$ cat src/rtl/regbuf_pkg.sv
package regbuf_pkg;

  localparam int unsigned WORD_W = 28;

  // Parity subset for the two configuration settings (bit indices into the word)
  function automatic logic [WORD_W-1:0] cover_mask(input logic alt);
    logic [WORD_W-1:0] m;
    for (int i = 0; i < WORD_W; i++) begin
      if (!alt)
        m[i] = (i <= 4) || (i == 6) || (i >= 8 && i <= 11) || (i >= 16);
      else
        m[i] = (i <= 11) || (i >= 16 && i <= 19) || (i == 21) || (i >= 23);
    end
    return m;
  endfunction

endpackage

$ cat src/rtl/regbuf_gate.sv
module regbuf_gate (
  input  logic gate_en,
  input  logic cs_a_n,
  input  logic cs_b_n,
  output logic hold_en
);

  // Hold is allowed only when gating is enabled and no chip select is active
  always_comb hold_en = gate_en & cs_a_n & cs_b_n;

endmodule

$ cat src/rtl/regbuf_capture.sv
module regbuf_capture #(
  parameter int unsigned DW = regbuf_pkg::WORD_W
) (
  input  logic          clk,
  input  logic          rst_n,
  input  logic          hold_en,
  input  logic [DW-1:0] keep_mask,
  input  logic [DW-1:0] din,
  output logic [DW-1:0] q
);

  for (genvar i = 0; i < DW; i++) begin : g_bit
    logic load;
    always_comb load = keep_mask[i] | ~hold_en;
    always_ff @(posedge clk or negedge rst_n) begin
      if (!rst_n)    q[i] <= 1'b0;
      else if (load) q[i] <= din[i];
    end
  end


  reset_clear_chk: assert property (@(posedge clk) !rst_n |=> (q == '0));


  gated_hold_chk: assert property (@(posedge clk) disable iff (!rst_n)
    hold_en |=> ((q & ~$past(keep_mask)) == ($past(q) & ~$past(keep_mask))));


  subset_load_chk: assert property (@(posedge clk) disable iff (!rst_n)
    rst_n |=> ((q & $past(keep_mask)) == ($past(din) & $past(keep_mask))));


  open_load_chk: assert property (@(posedge clk) disable iff (!rst_n)
    !hold_en |=> (q == $past(din)));

endmodule

$ cat src/rtl/regbuf_parchk.sv
module regbuf_parchk #(
  parameter int unsigned DW = regbuf_pkg::WORD_W
) (
  input  logic          clk,
  input  logic          rst_n,
  input  logic [DW-1:0] word_q,
  input  logic [DW-1:0] sel_mask,
  input  logic          par_in,
  output logic          err_n
);

  logic word_vld;   // word_q holds a word captured after reset
  logic pair_vld;   // sum_q/par_q belong to such a word
  logic sum_q;      // XOR of the subset of the registered word
  logic par_q;      // parity bit that arrived one cycle after the word

  always_ff @(posedge clk or negedge rst_n) begin
    if (!rst_n) begin
      word_vld <= 1'b0;
      pair_vld <= 1'b0;
      sum_q    <= 1'b0;
      par_q    <= 1'b0;
      err_n    <= 1'b1;
    end else begin
      word_vld <= 1'b1;
      pair_vld <= word_vld;
      sum_q    <= ^(word_q & sel_mask);
      par_q    <= par_in;
      err_n    <= pair_vld ? ~(sum_q ^ par_q) : 1'b1;
    end
  end


  err_reset_chk: assert property (@(posedge clk) !rst_n |=> err_n);


  err_flush_chk: assert property (@(posedge clk) disable iff (!rst_n)
    !pair_vld |=> err_n);


  err_timing_chk: assert property (@(posedge clk) disable iff (!rst_n)
    pair_vld |=> (err_n == ~($past(sum_q) ^ $past(par_q))));

endmodule

$ cat src/rtl/regbuf_parity.sv
module regbuf_parity #(
  parameter int unsigned DW = regbuf_pkg::WORD_W
) (
  input  logic          clk,
  input  logic          rst_n,
  input  logic          cfg_sel,
  input  logic          gate_en,
  input  logic          cs_a_n,
  input  logic          cs_b_n,
  input  logic [DW-1:0] din,
  input  logic          par_in,
  output logic [DW-1:0] qa,
  output logic [DW-1:0] qb,
  output logic          err_n
);

  logic [DW-1:0] mask;
  logic [DW-1:0] word_q;
  logic          hold_en;

  always_comb mask = regbuf_pkg::cover_mask(cfg_sel);

  regbuf_gate u_gate (
    .gate_en (gate_en),
    .cs_a_n  (cs_a_n),
    .cs_b_n  (cs_b_n),
    .hold_en (hold_en)
  );

  regbuf_capture #(.DW(DW)) u_cap (
    .clk       (clk),
    .rst_n     (rst_n),
    .hold_en   (hold_en),
    .keep_mask (mask),
    .din       (din),
    .q         (word_q)
  );

  regbuf_parchk #(.DW(DW)) u_par (
    .clk      (clk),
    .rst_n    (rst_n),
    .word_q   (word_q),
    .sel_mask (mask),
    .par_in   (par_in),
    .err_n    (err_n)
  );

  // Both fan-out copies come from the same register
  always_comb begin
    qa = word_q;
    qb = word_q;
  end

endmodule

$ cat config.mk
export PLATFORM = sky130hd
export DESIGN_NAME = regbuf_parity
export DESIGN_NICKNAME = d
export VERILOG_FILES = /design/src/rtl/regbuf_pkg.sv /design/src/rtl/regbuf_gate.sv /design/src/rtl/regbuf_capture.sv /design/src/rtl/regbuf_parchk.sv /design/src/rtl/regbuf_parity.sv
export SDC_FILE = /design/constraint.sdc
export NUM_CORES = 1
export LEC_CHECK = 0
export CAP_MARGIN = 20
export CORE_AREA = 2 2 63 65
export CTS_BUF_LIST = sky130_fd_sc_hd__clkbuf_4
export DETAILED_ROUTE_END_ITERATION = 6
export DIE_AREA = 0 0 65 67
export PLACE_DENSITY = 0.84
export SLEW_MARGIN = 20
export SYNTH_ARGS = -nofsm -noshare
export SYNTH_HDL_FRONTEND = slang
export SYNTH_SLANG_ARGS = --single-unit
$ cat constraint.sdc
create_clock -name clk -period 2.8 [get_ports clk]
set_input_delay 0.56 -clock clk [delete_from_list [all_inputs] [get_ports clk]]
set_output_delay 0.56 -clock clk [all_outputs]
set_load 0.01 [all_outputs]
==> flow_metrics.env, run 1 <==
export IMPL_postRouteAntennaNets=0
export IMPL_endpoint_kind="output pin"
export IMPL_drive_above_1_share_pct=9.47
export IMPL_synth_top_cells_by_area="dfrtp_1 59%, buf_4 15%, xnor2_1 10%"
export IMPL_fin_crit_sh_pct=68.8
export IMPL_arrival_ns=1.37
export IMPL_routed_wl_um=3030
export IMPL_grt_ovfl_total=0
export IMPL_slowest_stage="clkdlybuf4s50_1"
export IMPL_port_buffers=91
export IMPL_cts_max_path_buffers=2
export IMPL_hold_end="u_par.err_n"
export IMPL_firstDrtPassIters=2
export IMPL_syn_nets=132
export IMPL_cp_required_ns=2.24
export IMPL_multi_input_comb_area_um2=329
export IMPL_synth_distinct_cells=13
export IMPL_whs_path_depth=1
export IMPL_reg2reg_to="u_par.sum_q"
export IMPL_worst_path_buf_inv=1
export IMPL_place_congestion=0.660
export IMPL_drt_initial_drc_count=7
export IMPL_ys_warn_count=0
export IMPL_grt_start_max_net_pins=34
export IMPL_finalHoldViolCount=0
export IMPL_ios=92
export IMPL_r2r_cells=4
export IMPL_grt_pass1_wl_um=4690
export IMPL_status="finished, final reports clean"
export IMPL_ctsHoldBuffers=0
export IMPL_final_net_count=203
export IMPL_vdd_drop_max_mv=0.283
export IMPL_die_area_um2=4360
export IMPL_seq_area_um2=827
export IMPL_yosysTopAreaCellShare_pct=58.6
export IMPL_cts_tree="done"
export IMPL_worstSetupPathType="flop to output pin"
export IMPL_path_clk_slew_ns=0.08
export IMPL_fillers=293
export IMPL_rr_startpoint="u_cap.q[1]"
export IMPL_row_count=22
export IMPL_clock_sinks=33
export IMPL_wl_per_cell_um=13.9
export IMPL_numCtsBuffers=5
export IMPL_route_detailed_drc=0
export IMPL_clock_skew_ns=0.00754
export IMPL_final_util_pct=60.6
export IMPL_rsz0062_at_grt="no"
export IMPL_hp_class="flop to flop"
export IMPL_cpPeakStageDelay_ns=0.53
export IMPL_dp_hpwl_um=2470
export IMPL_path_cells="clkdlybuf4s50_1"
export IMPL_tns_ns=0
export IMPL_max_freq_ghz=0.519
export IMPL_synthesis_instances=97
export IMPL_yosysTopAreaCell="dfrtp_1"
export IMPL_ff2ff_setup_slack_ns=1.35
export IMPL_cp_top_family="buffers and inverters"
export IMPL_die_h_um=67
export IMPL_globalRouteTotalUtil_pct=15.3
export IMPL_core_um2=3610
export IMPL_vias=905
export IMPL_diodes=0
export IMPL_initial_core_util_pct=37.9
export IMPL_antenna_found_initial=0
export IMPL_drv_cap=0
export IMPL_startpoint_type="flop"
export IMPL_synth_seq_cells=33
export IMPL_pwr_density_cell_nw_per_um2=489
export IMPL_area_growth_pct=59.9
export IMPL_synth_avg_cell_area_um2=14.1
export IMPL_finalSetupViolCount=0
export IMPL_final_max_slew_viol_count=0
export IMPL_die_w_um=65
export IMPL_cts_resized=0
export IMPL_p_leak_nw=0.892
export IMPL_ys_seq_area_share_pct=60.5
export IMPL_clockRootBuffer="clkbuf_4"
export IMPL_crit_path_max_fanout=1
export IMPL_synth_area_um2=1370
export IMPL_htree_levels=2
export IMPL_hold_start="u_par.pair_vld"
export IMPL_vias_per_cell=4.17
export IMPL_worstSkewPairLatency_ns=0.33
export IMPL_post_route_min_period_ns=1.93
export IMPL_grt_pass1_vias=998
export IMPL_cts_setup_buffers=0
export IMPL_total_power_mw=1.07
==> layout make-up <==
type	instances	area share, %
clock buffer	5	1.72
clock inverter	3	0.573
multi-input combinational	36	15.1
sequential	33	37.9
tap	48	2.75
timing repair buffer	92	42.0
==> synthesized netlist by cell type <==
cell	number
mux2_2	8
nand2_1	1
nand3_1	1
conb_1	1
nand4_1	1
dfstp_2	1
nor2_1	1
buf_4	28
xor2_1	5
xnor2_1	16
mux2i_1	1
xnor3_1	1
dfrtp_1	32
==> placed cells by master (no fill, tap or decap), drive strengths merged <==
cell           count
buf                1
clkbuf             5
clkdlybuf4s50     91
clkinv             3
conb               1
dfrtp             32
dfstp              1
mux2               8
mux2i              1
nand2              1
nand3              1
nand4              1
nor2               1
xnor2             16
xnor3              1
xor2               5
==> metal layers <==
metal	share of wire (%)	wire length, um	GRT usage (%)
met1	35	1050	14.7
met2	56	1690	28.5
met3	7.8	237	6.59
met4	1.3	39	6.38
met5	0	0	0
==> logic make-up after synthesis <==
family	share of synthesized area, %
other	0.274
DFF	60.5
muxes	7.33
buffers and inverters	15.4
xor gates and xnor gates	15.1
and+or+nand+nor	1.37
==> registers in the layout, summed over array words and instances, names as in the netlist <==
signal	count
u_par.word_vld	1
u_par.pair_vld	1
u_cap.q	28
u_par.sum_q	1
u_par.err_n	1
u_par.par_q	1
==> stage by stage <==
step	cells	cell area (um^2)	setup slack, ns	hold WS (ns)
after floorplan	97	1370	1.41	0.264
after global placement	209	2130	0.835	0.332
after detailed placement	209	2130	0.803	0.337
after CTS	217	2180	0.848	0.372
after global routing	217	2180	0.815	0.377
final	217	2180	0.874	0.371
==> power breakdown <==
| part | switching, mW | internal (mW) | total (mW) |
|---|---|---|---|
| Combinational | 0.0959 | 0.190 | 0.286 |
| Clock | 0.147 | 0.0906 | 0.237 |
| Sequential | 0.0274 | 0.517 | 0.544 |
| Total | 0.270 | 0.797 | 1.07 |
==> how the worst max path moves through the flow <==
stage | startpoint | endpoint | slack [ns] | depth (start not counted)
2_1_floorplan | u_cap.q[27] | u_par.sum_q | 1.41 | 4
3_3_place_gp | cfg_sel | u_par.sum_q | 0.84 | 4
3_5_place_dp | cfg_sel | u_par.sum_q | 0.80 | 4
4_1_cts | u_par.err_n | err_n | 0.85 | 1
5_1_grt | u_par.err_n | err_n | 0.82 | 1
6_report | u_par.err_n | err_n | 0.87 | 1
(Power assumes the default switching activity.)
==> inputs of run 2 (changes only) <==
--- a/config.mk
+++ b/config.mk
@@ -6,11 +6,11 @@
 export NUM_CORES = 1
 export LEC_CHECK = 0
 export CAP_MARGIN = 20
-export CORE_AREA = 2 2 63 65
+export CORE_AREA = 2 2 65 67
 export CTS_BUF_LIST = sky130_fd_sc_hd__clkbuf_4
 export DETAILED_ROUTE_END_ITERATION = 6
-export DIE_AREA = 0 0 65 67
-export PLACE_DENSITY = 0.84
+export DIE_AREA = 0 0 67 69
+export PLACE_DENSITY = 0.79
 export SLEW_MARGIN = 20
 export SYNTH_ARGS = -nofsm -noshare
 export SYNTH_HDL_FRONTEND = slang
==> constraint.sdc (replaced) <==
create_clock -name clk -period 1.9 [get_ports clk]
set_input_delay 0.38 -clock clk [delete_from_list [all_inputs] [get_ports clk]]
set_output_delay 0.38 -clock clk [all_outputs]
set_load 0.01 [all_outputs]
==> run 2 against run 1 <==
  * Power up 49%
  * Clock skew is 0.0030 ns lower
  * First-iteration DRC count is 29% higher
  * Largest cell class unchanged
  * Worst hold slack gained 0.0017 ns
  * Critical path type unchanged
  * Flip-flop and latch count is the same
  * Utilization down 4.4 points
  * Die area rose by 6.2%
  * Routed wire length fell by 3.8%
  * Final cell count increased by 1.4%
  * Clock-buffer cell count stayed put
==> flow_metrics.env, run 2 (same netlist as run 1, synthesis figures left out) <==
export IMPL_dp_hpwl_um=2320
export IMPL_htree_levels=2
export IMPL_hold_start="u_par.word_vld"
export IMPL_path_clk_slew_ns=0.10
export IMPL_cts_max_path_buffers=2
export IMPL_cts_tree="done"
export IMPL_cpPeakStageDelay_ns=0.53
export IMPL_worst_path_buf_inv=1
export IMPL_fin_crit_sh_pct=92.3
export IMPL_area_growth_pct=61.0
export IMPL_globalRouteTotalUtil_pct=13.5
export IMPL_worstSkewPairLatency_ns=0.31
export IMPL_grt_pass1_vias=1018
export IMPL_startpoint_type="flop"
export IMPL_clockRootBuffer="clkbuf_4"
export IMPL_worstSetupPathType="flop to output pin"
export IMPL_pwr_density_cell_nw_per_um2=721
export IMPL_critPathCapture="err_n"
export IMPL_reg2reg_to="u_par.sum_q"
export IMPL_most_common_layout_cells="91 x clkdlybuf4s50_1, 32 x dfrtp_1, 16 x xnor2_1"
export IMPL_cp_top_family="flip-flops"
export IMPL_crit_path_max_fanout=1
export IMPL_final_net_count=204
export IMPL_numCtsBuffers=5
export IMPL_ios=92
export IMPL_slowest_stage="dfstp_2"
export IMPL_max_freq_ghz=0.570
export IMPL_clock_skew_ns=0.00454
export IMPL_antenna_found_initial=0
export IMPL_post_route_min_period_ns=1.75
export IMPL_tns_ns=0
export IMPL_final_max_slew_viol_count=0
export IMPL_top_register="u_cap.q"
export IMPL_layout_commonest_cell="clkdlybuf4s50_1"
export IMPL_vdd_drop_max_mv=0.389
export IMPL_drv_cap=0
export IMPL_cts_resized=0
export IMPL_endpoint_kind="output pin"
export IMPL_final_util_pct=56.2
export IMPL_cp_startpoint="u_par.err_n"
export IMPL_finalHoldViolCount=0
export IMPL_arrival_ns=1.37
export IMPL_grt_ovfl_total=0
export IMPL_rsz0062_at_grt="no"
export IMPL_core_um2=3910
export IMPL_place_congestion=0.665
export IMPL_firstDrtPassIters=4
export IMPL_r2r_cells=4
export IMPL_status="finished, final reports clean"
export IMPL_cts_setup_buffers=0
export IMPL_route_detailed_drc=0
export IMPL_rr_startpoint="u_cap.q[1]"
export IMPL_dpl_instance_area_um2=2140
export IMPL_die_h_um=69
export IMPL_initial_core_util_pct=34.9
export IMPL_clock_sinks=33
export IMPL_wl_per_cell_um=13.2
export IMPL_hp_class="flop to flop"
export IMPL_row_count=23
export IMPL_cp_required_ns=1.52
export IMPL_port_buffers=91
export IMPL_routed_wl_um=2910
export IMPL_ff2ff_setup_slack_ns=0.44
export IMPL_finalSetupViolCount=0
export IMPL_p_leak_nw=0.897
export IMPL_ctsHoldBuffers=0
export IMPL_diodes=0
export IMPL_die_w_um=67
export IMPL_die_area_um2=4620
export IMPL_path_cells="clkdlybuf4s50_1"
export IMPL_drive_above_1_share_pct=11.2
export IMPL_vias=947
export IMPL_largest_reg_flops=28
export IMPL_vias_per_cell=4.30
export IMPL_crit_cells=1
export IMPL_grt_start_max_net_pins=34
export IMPL_postRouteAntennaNets=0
export IMPL_final_area_um2=2200
export IMPL_grt_pass1_wl_um=4510
export IMPL_drt_initial_drc_count=9
[run 2: changes by cell type in the layout (fill, tap and decap cells not counted), sizes merged]
cell	previous run	this run
clkinvlp	0	1
buf	1	2
clkinv	3	2
[run 2: routing by layer]
metal | track usage [%] | part of all wire, % | vias up
met5 | 0 | 0 | -
met4 | 7.48 | 1.0 | 0
met3 | 4.57 | 9.8 | 2
met2 | 24.6 | 55 | 62
met1 | 12.7 | 34 | 458
li1 | - | - | 425
[run 2: how the worst min path moves through the flow]
stage,end,cells past startpoint
global placement,u_par.pair_vld,0
floorplan,u_cap.q[0],0
CTS,u_par.pair_vld,0
detailed placement,u_par.pair_vld,0
finish,u_par.pair_vld,0
global route,u_par.pair_vld,0
[run 2: power breakdown]
part	switching [mW]	leakage, nW	internal [mW]
registers	0.0415	0.383	0.762
clock network	0.223	0.0310	0.139
logic	0.140	0.483	0.281
[run 2: cell type report]
class	instances	area, um^2
clock buffer	5	37.5
clock inverter	3	17.5
fill	329	1710
multi-input combinational	36	329
sequential	33	827
tap	50	62.6
timing repair buffer	93	926
[run 2: stage by stage]
| stage | power [mW] | hold WS (ns) | worst slack [ns] | cells |
|---|---|---|---|---|
| after floorplan | 1.03 | 0.0844 | 0.506 | 97 |
| after global placement | 1.24 | 0.334 | 0.104 | 212 |
| after detailed placement | 1.25 | 0.358 | 0.0440 | 212 |
| after CTS | 1.62 | 0.383 | 0.118 | 220 |
| after global routing | 1.70 | 0.386 | 0.0729 | 220 |
| final | 1.59 | 0.373 | 0.147 | 220 |
==> inputs of run 3 (changes only) <==
--- a/config.mk
+++ b/config.mk
@@ -6,10 +6,10 @@
 export NUM_CORES = 1
 export LEC_CHECK = 0
 export CAP_MARGIN = 20
-export CORE_AREA = 2 2 65 67
+export CORE_AREA = 3 3 84 54
 export CTS_BUF_LIST = sky130_fd_sc_hd__clkbuf_4
 export DETAILED_ROUTE_END_ITERATION = 6
-export DIE_AREA = 0 0 67 69
+export DIE_AREA = 0 0 87 57
 export PLACE_DENSITY = 0.79
 export SLEW_MARGIN = 20
 export SYNTH_ARGS = -nofsm -noshare
==> run 3 against run 2 <==
  * Clock skew is 0.0035 ns higher
  * Critical endpoint unchanged
  * Routed wire length is 6.5% higher
  * Worst setup slack better by 0.0041 ns
  * Power is 1.5% higher
  * Sequential share of layout area is 0.064 points higher
==> flow_metrics.env, run 3 (same netlist as run 1, synthesis figures left out) <==
export IMPL_final_max_slew_viol_count=0
export IMPL_slowest_stage="clkdlybuf4s50_1"
export IMPL_final_cells=217
export IMPL_clockRootBuffer="clkbuf_4"
export IMPL_ios=92
export IMPL_rsz0062_at_grt="no"
export IMPL_grt_ovfl_total=0
export IMPL_grt_pass1_wl_um=5010
export IMPL_arrival_ns=1.37
export IMPL_die_w_um=87
export IMPL_vias=904
export IMPL_placed_cells_incl_taps=209
export IMPL_initial_core_util_pct=36.7
export IMPL_route_detailed_drc=0
export IMPL_cts_tree="done"
export IMPL_drt_initial_drc_count=8
export IMPL_hp_class="flop to flop"
export IMPL_clock_skew_ns=0.00801
export IMPL_path_cells="clkdlybuf4s50_1"
export IMPL_ctsHoldBuffers=0
export IMPL_endpoint_kind="output pin"
export IMPL_startpoint_type="flop"
export IMPL_wl_per_cell_um=14.3
export IMPL_post_route_min_period_ns=1.75
export IMPL_globalRouteTotalUtil_pct=13.5
export IMPL_final_net_count=204
export IMPL_pwr_density_cell_nw_per_um2=734
export IMPL_grt_pass1_vias=1033
export IMPL_path_clk_slew_ns=0.10
export IMPL_core_um2=3720
export IMPL_diodes=0
export IMPL_die_area_um2=4960
export IMPL_place_congestion=0.701
export IMPL_clock_sinks=33
export IMPL_postRouteAntennaNets=0
export IMPL_worstSkewPairLatency_ns=0.32
export IMPL_cts_setup_buffers=0
export IMPL_row_count=17
export IMPL_area_growth_pct=60.7
export IMPL_vdd_drop_max_mv=0.430
export IMPL_largest_reg_flops=28
export IMPL_dp_hpwl_um=2470
export IMPL_vias_per_cell=4.17
export IMPL_layout_commonest_cell="clkdlybuf4s50_1"
export IMPL_worst_path_buf_inv=1
export IMPL_worstSetupPathType="flop to output pin"
export IMPL_finalHoldViolCount=0
export IMPL_cts_resized=0
export IMPL_routed_wl_um=3100
export IMPL_holdWs_ns=0.363
export IMPL_crit_path_max_fanout=1
export IMPL_drive_above_1_share_pct=11.2
export IMPL_die_h_um=57
export IMPL_firstDrtPassIters=2
export IMPL_top_register="u_cap.q"
export IMPL_cts_max_path_buffers=2
export IMPL_final_area_um2=2200
export IMPL_cp_required_ns=1.52
export IMPL_htree_levels=2
export IMPL_grt_start_max_net_pins=34
export IMPL_max_freq_ghz=0.572
export IMPL_antenna_found_initial=0
export IMPL_most_common_layout_cells="91 x clkdlybuf4s50_1, 32 x dfrtp_1, 16 x xnor2_1"
export IMPL_dpl_instance_area_um2=2140
export IMPL_finalSetupViolCount=0
export IMPL_drv_cap=0
export IMPL_tns_ns=0
export IMPL_cpPeakStageDelay_ns=0.53
export IMPL_status="finished, final reports clean"
export IMPL_final_util_pct=59.0
export IMPL_numCtsBuffers=5
export IMPL_port_buffers=91
export IMPL_p_leak_nw=0.902
export IMPL_fin_crit_sh_pct=92.1
export IMPL_cp_top_family="buffers and inverters"
## run 3: cell count changes in the layout (fill, tap and decap cells not counted)
cell / before / now
clkinvlp_4: 1 / 0
clkbuf_4: 5 / 6
## run 3: where the power goes
group / internal (mW) / leakage, nW / total, mW / switching [mW]
registers: 0.762 / 0.383 / 0.802 / 0.0406
clock network: 0.155 / 0.0354 / 0.384 / 0.229
logic: 0.280 / 0.483 / 0.424 / 0.144
total: 1.20 / 0.902 / 1.61 / 0.414
## run 3: layout make-up
cell class | count | area [um^2]
clock inverter | 2 | 10.0
multi-input combinational | 36 | 329
timing repair buffer | 93 | 926
fill | 303 | 1530
sequential | 33 | 827
tap | 47 | 58.8
clock buffer | 6 | 45.0
## run 3: final timing paths
check	startpoint	endpoint	slack, ns	cells after the start
setup / recovery	u_par.err_n	err_n	0.15	1
hold / removal	u_par.word_vld	u_par.pair_vld	0.36	0
setup reg to reg	u_cap.q[1]	u_par.sum_q	0.38	4
hold reg to reg	u_par.word_vld	u_par.pair_vld	0.36	0
max in group asynchronous	rst_n	u_par.err_n	1.12	2
min in group asynchronous	rst_n	u_cap.q[14]	0.45	2
## run 3: through the flow
stage	total power [mW]	setup WS (ns)
after detailed placement	1.25	0.0645
after global placement	1.24	0.115
after floorplan	1.03	0.506
after global routing	1.70	0.0993
after CTS	1.64	0.120
final	1.61	0.151
## run 3: metal layers
| metal | vias up | global-route usage, % | routed length [um] |
|---|---|---|---|
| met5 | - | 0 | 0 |
| met3 | 5 | 7.22 | 349 |
| li1 | 420 | - | - |
| met1 | 421 | 15.7 | 1220 |
| met2 | 58 | 21.1 | 1500 |
| met4 | 0 | 5.33 | 34 |
